==> src/rtl/idf_pkg.sv <==
package idf_pkg;
    typedef enum logic [1:0] {
        S_IDLE,
        S_WAIT_ID,
        S_PASS,
        S_BLOCK
    } frame_st_e;

    localparam logic [2:0] A_OPT  = 3'd0;
    localparam logic [2:0] A_RXD  = 3'd1;
    localparam logic [2:0] A_STAT = 3'd2;
    localparam int         WIN_REGS = 4;
endpackage

==> src/rtl/idf_table.sv <==
module idf_table #(
    parameter int ID_W = 8,
    localparam int NREG  = (1 << ID_W) / 8,
    localparam int IDX_W = ID_W - 3
) (
    input  logic             clk,
    input  logic             wr_en,
    input  logic [IDX_W-1:0] idx,
    input  logic [7:0]       wr_data,
    output logic [7:0]       rd_data,
    input  logic [ID_W-1:0]  lk_id,
    output logic             lk_hit
);
    logic [7:0] bank [NREG];

    // Storage is deliberately left without reset; firmware loads it.
    for (genvar g = 0; g < NREG; g++) begin : g_reg
        always_ff @(posedge clk) begin
            if (wr_en && idx == IDX_W'(g))
                bank[g] <= wr_data;
        end
    end

    assign rd_data = bank[idx];
    assign lk_hit  = bank[lk_id[ID_W-1:3]][lk_id[2:0]];
endmodule

==> src/rtl/idf_frame_fsm.sv <==
module idf_frame_fsm
    import idf_pkg::*;
(
    input  logic      clk,
    input  logic      rst_n,
    input  logic      enable,
    input  logic      sleep,
    input  logic      sof,
    input  logic      eof,
    input  logic      byte_valid,
    input  logic      id_hit,
    output logic      deliver,
    output frame_st_e state
);
    frame_st_e nxt;

    always_ff @(posedge clk or negedge rst_n) begin
        if (!rst_n) state <= S_IDLE;
        else        state <= nxt;
    end

    always_comb begin
        nxt = state;
        if (!enable)
            nxt = S_IDLE;
        else if (sof)
            nxt = S_WAIT_ID;
        else if (eof)
            nxt = S_IDLE;
        else begin
            unique case (state)
                S_IDLE:    nxt = S_IDLE;
                S_WAIT_ID: if (byte_valid) nxt = id_hit ? S_PASS : S_BLOCK;
                S_PASS:    nxt = S_PASS;
                S_BLOCK:   nxt = S_BLOCK;
            endcase
        end
    end

    always_comb begin
        deliver = 1'b0;
        if (enable && !sof && !eof && byte_valid) begin
            unique case (state)
                S_IDLE:    deliver = 1'b0;
                S_WAIT_ID: deliver = id_hit;
                S_PASS:    deliver = !sleep;
                S_BLOCK:   deliver = 1'b0;
            endcase
        end
    end
endmodule

==> src/rtl/idf_host_regs.sv <==
module idf_host_regs
    import idf_pkg::*;
#(
    parameter int IDX_W = 5,
    parameter int DAT_W = 8,
    localparam int GSEL_W = IDX_W - 2
) (
    input  logic             clk,
    input  logic             rst_n,
    input  logic [2:0]       host_addr,
    input  logic             host_wr,
    input  logic             host_rd,
    input  logic [7:0]       host_wdata,
    output logic [7:0]       host_rdata,
    input  logic             deliver,
    input  logic [DAT_W-1:0] rx_byte,
    input  logic [7:0]       tbl_rdata,
    output logic             tbl_wr,
    output logic [IDX_W-1:0] tbl_idx,
    output logic             win_on,
    output logic [DAT_W-1:0] rx_data,
    output logic             rx_ready,
    output logic             rx_overrun
);
    logic [7:0] opt;
    logic       rd_rxd, rd_stat, in_win;

    assign win_on  = opt[GSEL_W];
    assign in_win  = host_addr[2];
    assign tbl_idx = {opt[GSEL_W-1:0], host_addr[1:0]};
    assign tbl_wr  = host_wr && in_win && win_on;
    assign rd_rxd  = host_rd && host_addr == A_RXD;
    assign rd_stat = host_rd && host_addr == A_STAT;

    always_ff @(posedge clk or negedge rst_n) begin
        if (!rst_n) begin
            opt        <= '0;
            rx_data    <= '0;
            rx_ready   <= 1'b0;
            rx_overrun <= 1'b0;
        end else begin
            if (host_wr && host_addr == A_OPT)
                opt <= host_wdata;
            if (deliver)
                rx_data <= rx_byte;
            if (deliver)
                rx_ready <= 1'b1;
            else if (rd_rxd)
                rx_ready <= 1'b0;
            if (deliver && rx_ready && !rd_rxd)
                rx_overrun <= 1'b1;
            else if (rd_stat)
                rx_overrun <= 1'b0;
        end
    end

    always_comb begin
        host_rdata = '0;
        if (in_win) begin
            if (win_on) host_rdata = tbl_rdata;
        end else begin
            unique case (host_addr)
                A_OPT:   host_rdata = opt;
                A_RXD:   host_rdata = 8'(rx_data);
                A_STAT:  host_rdata = {6'b0, rx_overrun, rx_ready};
                default: host_rdata = '0;
            endcase
        end
    end
endmodule

==> src/rtl/idfilt_rx_gate.sv <==
module idfilt_rx_gate
    import idf_pkg::*;
#(
    parameter int ID_W = 8,
    localparam int IDX_W = ID_W - 3
) (
    input  logic            clk,
    input  logic            rst_n,
    input  logic            enable,
    input  logic            sleep,
    input  logic            sof,
    input  logic            eof,
    input  logic            byte_valid,
    input  logic [ID_W-1:0] rx_byte,
    input  logic [2:0]      host_addr,
    input  logic            host_wr,
    input  logic            host_rd,
    input  logic [7:0]      host_wdata,
    output logic [7:0]      host_rdata,
    output logic            rx_ready,
    output logic            rx_overrun
);
    logic             deliver, id_hit, tbl_wr, win_on;
    logic [IDX_W-1:0] tbl_idx;
    logic [7:0]       tbl_rdata;
    logic [ID_W-1:0]  rx_data;
    frame_st_e        state;

    idf_table #(.ID_W(ID_W)) u_table (
        .clk     (clk),
        .wr_en   (tbl_wr),
        .idx     (tbl_idx),
        .wr_data (host_wdata),
        .rd_data (tbl_rdata),
        .lk_id   (rx_byte),
        .lk_hit  (id_hit)
    );

    idf_frame_fsm u_fsm (
        .clk        (clk),
        .rst_n      (rst_n),
        .enable     (enable),
        .sleep      (sleep),
        .sof        (sof),
        .eof        (eof),
        .byte_valid (byte_valid),
        .id_hit     (id_hit),
        .deliver    (deliver),
        .state      (state)
    );

    idf_host_regs #(.IDX_W(IDX_W), .DAT_W(ID_W)) u_regs (
        .clk        (clk),
        .rst_n      (rst_n),
        .host_addr  (host_addr),
        .host_wr    (host_wr),
        .host_rd    (host_rd),
        .host_wdata (host_wdata),
        .host_rdata (host_rdata),
        .deliver    (deliver),
        .rx_byte    (rx_byte),
        .tbl_rdata  (tbl_rdata),
        .tbl_wr     (tbl_wr),
        .tbl_idx    (tbl_idx),
        .win_on     (win_on),
        .rx_data    (rx_data),
        .rx_ready   (rx_ready),
        .rx_overrun (rx_overrun)
    );
endmodule

==> config.mk <==
export PLATFORM = sky130hd
export DESIGN_NAME = idfilt_rx_gate
export DESIGN_NICKNAME = d
export VERILOG_FILES = /design/src/rtl/idf_pkg.sv /design/src/rtl/idf_table.sv /design/src/rtl/idf_frame_fsm.sv /design/src/rtl/idf_host_regs.sv /design/src/rtl/idfilt_rx_gate.sv
export SDC_FILE = /design/constraint.sdc
export NUM_CORES = 1
export LEC_CHECK = 0
export BUFFER_PORTS_ARGS = -buffer_cell sky130_fd_sc_hd__buf_2
export CORE_MARGIN = 2
export CORE_UTILIZATION = 55
export CTS_CLUSTER_DIAMETER = 50
export DETAILED_ROUTE_END_ITERATION = 7
export HOLD_SLACK_MARGIN = 0.08
export PLACE_DENSITY = 0.79
export SLEW_MARGIN = 20
export SYNTH_ARGS = -nofsm -noshare
export SYNTH_HDL_FRONTEND = slang
export SYNTH_SLANG_ARGS = --single-unit
==> constraint.sdc <==
create_clock -name clk -period 8.2 [get_ports clk]
set_clock_uncertainty 0.1 [all_clocks]
set_input_delay 0.41 -clock clk [delete_from_list [all_inputs] [get_ports clk]]
set_output_delay 0.41 -clock clk [all_outputs]
set_load 0.005 [all_outputs]
* Word-level counts from Yosys, hierarchy flattened *
Memories as Yosys holds them, arrays and structs flattened.
Cells that the tools add are included.

storage, ports and cells
  word-level logic and storage cells = 301
  RAM bits = 256
  output and inout bits = 10
  register bits after elaboration = 20
  memories = 1
  bits of input ports = 28

memory list
  name          words  width  read ports  clocked after memory_dff  write ports  line             text
  u_table.bank  32     8      2           0                         1            idf_table.sv:14  logic [7:0] bank [NREG];

operators by class
  reductions and logical operators = 83
  $lt $le $gt $ge = 1
  muxes and demuxes = 174
  equal/unequal tests = 37

operators with widths
  cell                                                number
  two-way mux 8 bit                                   33
  OR reduction 8 bit                                  31
  two-way mux 5 bit                                   31
  two-way mux 1 bit                                   102
  == test 5 bit, second input constant                16
  logical AND 1 bit                                   42
  == test 5 x 4 -> 1 bit, second input constant       8
  one-hot mux 8 bit (3 select lines)                  1
  == test 5 x 3 -> 1 bit, second input constant       4
  == test 5 x 2 -> 1 bit, second input constant       2
  two-way mux 2 bit                                   4
  one-hot mux 2 bit (4 select lines)                  1
  == test 5 x 1 -> 1 bit, second input constant       1
  zero test 5 bit                                     1
  != test 5 bit, second input constant                1
  == test 2 bit, second input constant                2
  zero test 1 bit                                     4
  < comparator 3 x 4 -> 1 bit, second input constant  1
  nonzero test 2 bit                                  2
  binary-select mux 1 bit (select 3 bit)              1
  == test 3 x 1 -> 1 bit, second input constant       1
  == test 3 x 2 -> 1 bit, second input constant       1
  zero test 3 bit                                     1
  one-hot mux 1 bit (3 select lines)                  1
  other kinds (3)                                     3

* Longest topological paths before layout *
  depth after elaboration = 37
  gate-level depth with buffers = 12
  gate-level depth less buffers = 8

* Modules after synthesis *
Synthesis repeated with hierarchy kept, for this count alone.

unflattened totals
  cells, all modules = 746
  area total of the unflattened synthesis = 13,216.4 µm²

modules (own cells, without submodules)
  module         seq. area each (µm²)  cells each  instances  area an instance (µm²)
  idf_table      7,687.4               659         1          12,151.7
  idf_host_regs  450.4                 75          1          943.4
  idf_frame_fsm  50.0                  12          1          121.4

* Least setup slack after synthesis *
Ideal clock, no wire load.

  path type = input port to flip-flop
  start point = in rx_byte[4]
  end point = reg u_regs.rx_data[0]
  path slack = 5.080 ns
  stages on the path = 11
  path buffers = 4
  required time = 7.975 ns
  setup time = 0.125 ns
  arrival = 2.895 ns
  cells stage by stage = buf_4 -> buf_4 -> buf_6 -> buf_2 -> mux4_2 -> nor3b_1 -> nor3_1 -> o41ai_2 -> o32ai_2 -> o21ai_4 -> mux2_4

between the ends
  cells in the longest elaborated chain, start to end = 5

ends and longest elaborated chain
  what                                     line                  text
  start, declared                          idfilt_rx_gate.sv:14  input logic [ID_W-1:0] rx_byte,
  memory read (32 x 8 bit)                 n/a
  binary-select mux 1 bit (select 3 bit)   idf_table.sv:25       assign lk_hit = bank[lk_id[ID_W-1:3]][lk_id[2:0]];
  two-way mux 1 bit (not written as such)  idf_table.sv:25
  one-hot mux 1 bit (3 select lines)       idf_frame_fsm.sv:43   unique case (state)
  two-way mux 1 bit                        idf_frame_fsm.sv:42   if (enable && !sof && !eof && byte_valid) begin
  end signal, assigned                     idf_host_regs.sv:45   rx_data <= rx_byte;
  end, declared                            idf_host_regs.sv:21   output logic [DAT_W-1:0] rx_data,

Every way passes these cells. The select of a mux whose other input is x is not followed.
A chain may end at the register's enable or synchronous reset.

* Worst setup path after layout *
  start point = in host_addr[0]
  end point = out host_rdata[2]

between the ends
  cells in the longest elaborated chain, start to end = 3
  elaborated cells between the ends (all ways) = 7
  classes of those cells = eq/ne: 2; mux: 3; reduce/logical: 1; memory: 1

ends and longest elaborated chain
  what                                                                            line                                      text
  start, declared                                                                 idfilt_rx_gate.sv:15                      input logic [2:0] host_addr,
  memory read (32 x 8 bit), or another cell as far along                          n/a
  two-way mux 8 bit / one-hot mux 8 bit (3 select lines) (equally long branches)  idf_host_regs.sv:60, idf_host_regs.sv:62
  two-way mux 8 bit (*)                                                           idf_host_regs.sv:59                       if (in_win) begin
  end, declared                                                                   idfilt_rx_gate.sv:19                      output logic [7:0] host_rdata,

Every way passes the cells marked *; elsewhere a longest branch is shown, timed or not.

==> impl_summary.txt <==
----------------------------------------------------
[Status]
  Run status ... complete, no violations

[Routing]
  Routed vias/inst ... approximately 7.2
  Via count ... about 7,900
  Total iterations of the first detailed-routing run ... 6
  Number of DRC violations after detailed routing ... 0
  Routed wire length ... around 34,000 um
  Final ANT Viol Nets ... 0
  Average routed wire per standard cell ... approximately 31 um
  DRC marker count from the first detailed-route iteration ... 1,238

[Synthesis]
  Post-synthesis sequential area ratio ... 61.1%
  Number of distinct standard cells referenced by the synthesized netlist ... a little under 60
  Number of synthesis warnings ... 0
  Average footprint of a synthesized cell ... 18.6 um^2
  Most frequently used flop master after synthesis ... sky130_fd_sc_hd__edfxtp_1
  Synthesis-stage register bit count ... 276
  Gate Count Post-Synth ... just over 700
  Synth top area cells ... sky130_fd_sc_hd__edfxtp_1 (57%), sky130_fd_sc_hd__mux4_2 (19%), sky130_fd_sc_hd__dfrtp_1 (3.7%)
  Post-synthesis instance area ... 13,400 um^2
  Fraction of post-synthesis cell area in the top cell type by area ... about 57%
  Net count after synthesis ... between 700 and 800
  Share of flip-flops with an asynchronous set or reset ... 7.25%
  Cell type with the largest total area after synthesis ... sky130_fd_sc_hd__edfxtp_1
  Number of enable flip-flop cells after synthesis ... ~260

[Floorplan]
  Overall die area ... 25,600 um^2
  Number of standard-cell rows in the floorplan ... between 50 and 60
  Die X-Extent ... about 160 um
  Vertical die dimension ... about 160 um
  Count of boundary I/O pins ... 38
  Standard cell core area ... 24,100 um^2
  Starting density of the core ... 55.6%

[Job]
  Number of maximum-capacitance constraint violations ... 0

[Finish]
  Register area ... approximately 8200 um^2
  Area of combinational cells with multiple inputs ... roughly 4900 um^2
  Area growth, synth to finish ... 11.2%
  Fraction of layout instances using a drive strength above 1 ... between 30% and 40%
  # nets final ... ~780
  Post-Route Utilization ... between 60 and 70%
  Count of fill cells added during filler insertion ... between 1,500 and 2,000
  Fin cells ... ~1,100

[Placed design]
  DP Worst Slack ... 3970 ps
  Routability congestion estimate from global placement ... approximately 1
  Half-perimeter wire length of the detailed placement result ... approximately 22,000 um
  Placed Instances ... just over 1,000
  Number of buffers added on ports ... 37

[STA]
  Relative slew margins ... approximately a quarter
  Setup tns final ... 0 ps
  Fin worst setup slack ... 4340 ps
  Unrepaired setup endpoints after global routing ... false
  Final setup violation count ... 0
  Fin. max-slew vios ... 0
  Final Cycle Share ... between 40% and 50%
  Time the worst path needs with I/O delays and setup ... 3860 ps
  Actual slew at the worst max-slew pin ... 1120 ps
  Max frequency ... 259 MHz
  Hold Vio Cnt, Final ... 0

[Worst setup path]
  Signal arrival time at the worst endpoint ... around 3400 ps
  Bufs and invs on worst path ... 4
  Startpoint Class ... input pin
  Worst R2R Setup Slack ... between 4000 and 5000 ps
  Worst-path fanout max ... 32
  Delay-heaviest family, CP ... multiplexers
  Slowest cell delay on critical path ... about 600 ps
  Setup Crit Path Kind ... in -> out
  Critical-path top delay cell ... sky130_fd_sc_hd__mux4_2
  Kind of end point of the critical path ... output pin
  Series of cell instances along the critical path ... buf_4 -> buf_4 -> buf_16 -> mux4_2 -> mux4_2 -> mux2i_1 -> o22ai_1 -> buf_2
  Critical Path RT ... just under 8000 ps

[Clocking]
  Cts repair resizes ... 0
  Number of buffers added by the clock tree synthesis step ... 29
  Clock net sink count ... about 280
  Clock latency on the worst-skew pair ... around 570 ps
  CTS H-tree lvls ... 1
  CTS tree ... done
  Post-CTS Setup Inserts ... 0
  Hold buffers post-CTS ... 7
  Clk Tree Root Cell ... sky130_fd_sc_hd__clkbuf_16
  Reg clk slew, reported paths ... ~70 ps
  Largest buffer count on any clock path ... 3

[Power]
  Lkg Pwr ... 4.96 nW
  Max VDD drop ... between 0.15 and 0.2 mV
  Power density over the cells ... 227 nW/um^2

[Global route]
  Antenna violations before repair ... 2
  Total Routing Usage GR ... between 20% and 30%
  Maximum number of pins on one net before global-route repair ... 76
  Vias in the first global route ... about 8,000
  Global-route wire length before repair ... 51,500 um
  Overflow left after global routing ... 0

[Min path]
  Worst hold path class ... in -> reg

----------------------------------------------------
==> worst reg2reg max path, delay by kind of cell, from the launching register on <==
family,cells,cell delay [ps]
AOI/OAI and AO/OA,4,1500
muxes,2,820
DFF,1,390
and+or+nand+nor,2,330
==> per-stage QoR <==
stage / power (mW) / hold WS (ps) / cell area [um^2]
2_1_floorplan: 1.85 / 14.4 / 13400
3_5_place_dp: 1.98 / 275 / 13800
6_report: 3.38 / 132 / 14900
4_1_cts: 3.38 / 136 / 14900
3_3_place_gp: 1.97 / 265 / 13700
5_1_grt: 3.46 / 176 / 14900
==> report_power, final <==
part	switching, mW	internal (mW)
clock	0.546	0.875
combinational	0.213	0.164
sequential	0.0205	1.56
==> state kept, by name, summed over array words and instances, names as in the netlist <==
signal and flops:
u_table.bank 256, u_regs.opt 8, u_regs.rx_data 8, u_fsm.state 2
u_regs.rx_overrun 1, u_regs.rx_ready 1
==> final timing paths <==
kind	startpoint	to	cells past startpoint
max	host_addr[0]	host_rdata[2]	8
min	host_rd	u_regs.rx_overrun$_DFFE_PN0P_	4
max reg2reg	u_table.bank[19][0]$_DFFE_PP_	u_regs.rx_data[5]$_DFFE_PN0P_	8
min reg2reg	u_regs.opt[7]$_DFFE_PN0P_	u_regs.opt[7]$_DFFE_PN0P_	1
max in group asynchronous	rst_n	u_regs.opt[5]$_DFFE_PN0P_	2
min in group asynchronous	rst_n	u_regs.rx_overrun$_DFFE_PN0P_	2
==> layout by cell type (no fill, tap or decap), drive strengths merged, types with 3 or more instances in the layout <==
cell type / count
a22oi: 9
nor2: 43
mux2: 23
inv: 7
nand3: 12
a31oi: 3
nor3b: 7
o2111ai: 3
dlygate4sd3: 7
o22ai: 10
buf: 46
nand2: 21
nand3b: 4
nor2b: 10
o221ai: 3
clkbuf: 35
clkinv: 8
a22o: 4
a21oi: 3
dfrtp: 20
mux2i: 44
nor3: 7
mux4: 131
bufinv: 7
nand2b: 10
edfxtp: 256
o21ai: 6
==> cell families after synthesis <==
logic type / synth area share [%]
buf+inv: 2.46
compound gates: 3.81
simple gates: 4.65
flops: 61.1
mux: 28.0
==> area by class of cell <==
cell class	instances	share of cell area, %
antenna	2	0.0336
clock inverter	19	1.97
timing repair buffer	53	2.37
multi-input combinational	385	32.8
inverter	5	0.126
tap	324	2.72
sequential	276	54.9
clock buffer	35	5.02
==> layer usage <==
layer | vias up | part of all wire (%) | global-route usage (%)
met5 | - | 0 | 0
met4 | 0 | 5.0 | 11.3
met1 | 4053 | 37 | 39.0
met3 | 115 | 12 | 5.69
met2 | 627 | 47 | 41.3
li1 | 3117 | - | -
==> cells in the mapped netlist, types with 4 or more instances <==
library cell               number
sky130_fd_sc_hd__edfxtp_1     256
sky130_fd_sc_hd__mux4_2       113
sky130_fd_sc_hd__mux2i_1       44
sky130_fd_sc_hd__nor2_1        43
sky130_fd_sc_hd__nand2_1       21
sky130_fd_sc_hd__dfrtp_1       20
sky130_fd_sc_hd__clkbuf_1      19
sky130_fd_sc_hd__mux4_1        18
sky130_fd_sc_hd__buf_1         15
sky130_fd_sc_hd__mux2_2        15
sky130_fd_sc_hd__nand3_1       12
sky130_fd_sc_hd__nand2b_1      10
sky130_fd_sc_hd__nor2b_1       10
sky130_fd_sc_hd__o22ai_1       10
sky130_fd_sc_hd__a22oi_1        9
sky130_fd_sc_hd__mux2_4         8
sky130_fd_sc_hd__nor3_1         7
sky130_fd_sc_hd__nor3b_1        7
sky130_fd_sc_hd__buf_2          6
sky130_fd_sc_hd__buf_6          6
sky130_fd_sc_hd__o21ai_0        5
sky130_fd_sc_hd__a22o_1         4
sky130_fd_sc_hd__inv_1          4
sky130_fd_sc_hd__nand3b_1       4
Note: power is estimated with default switching activity, not from simulation.
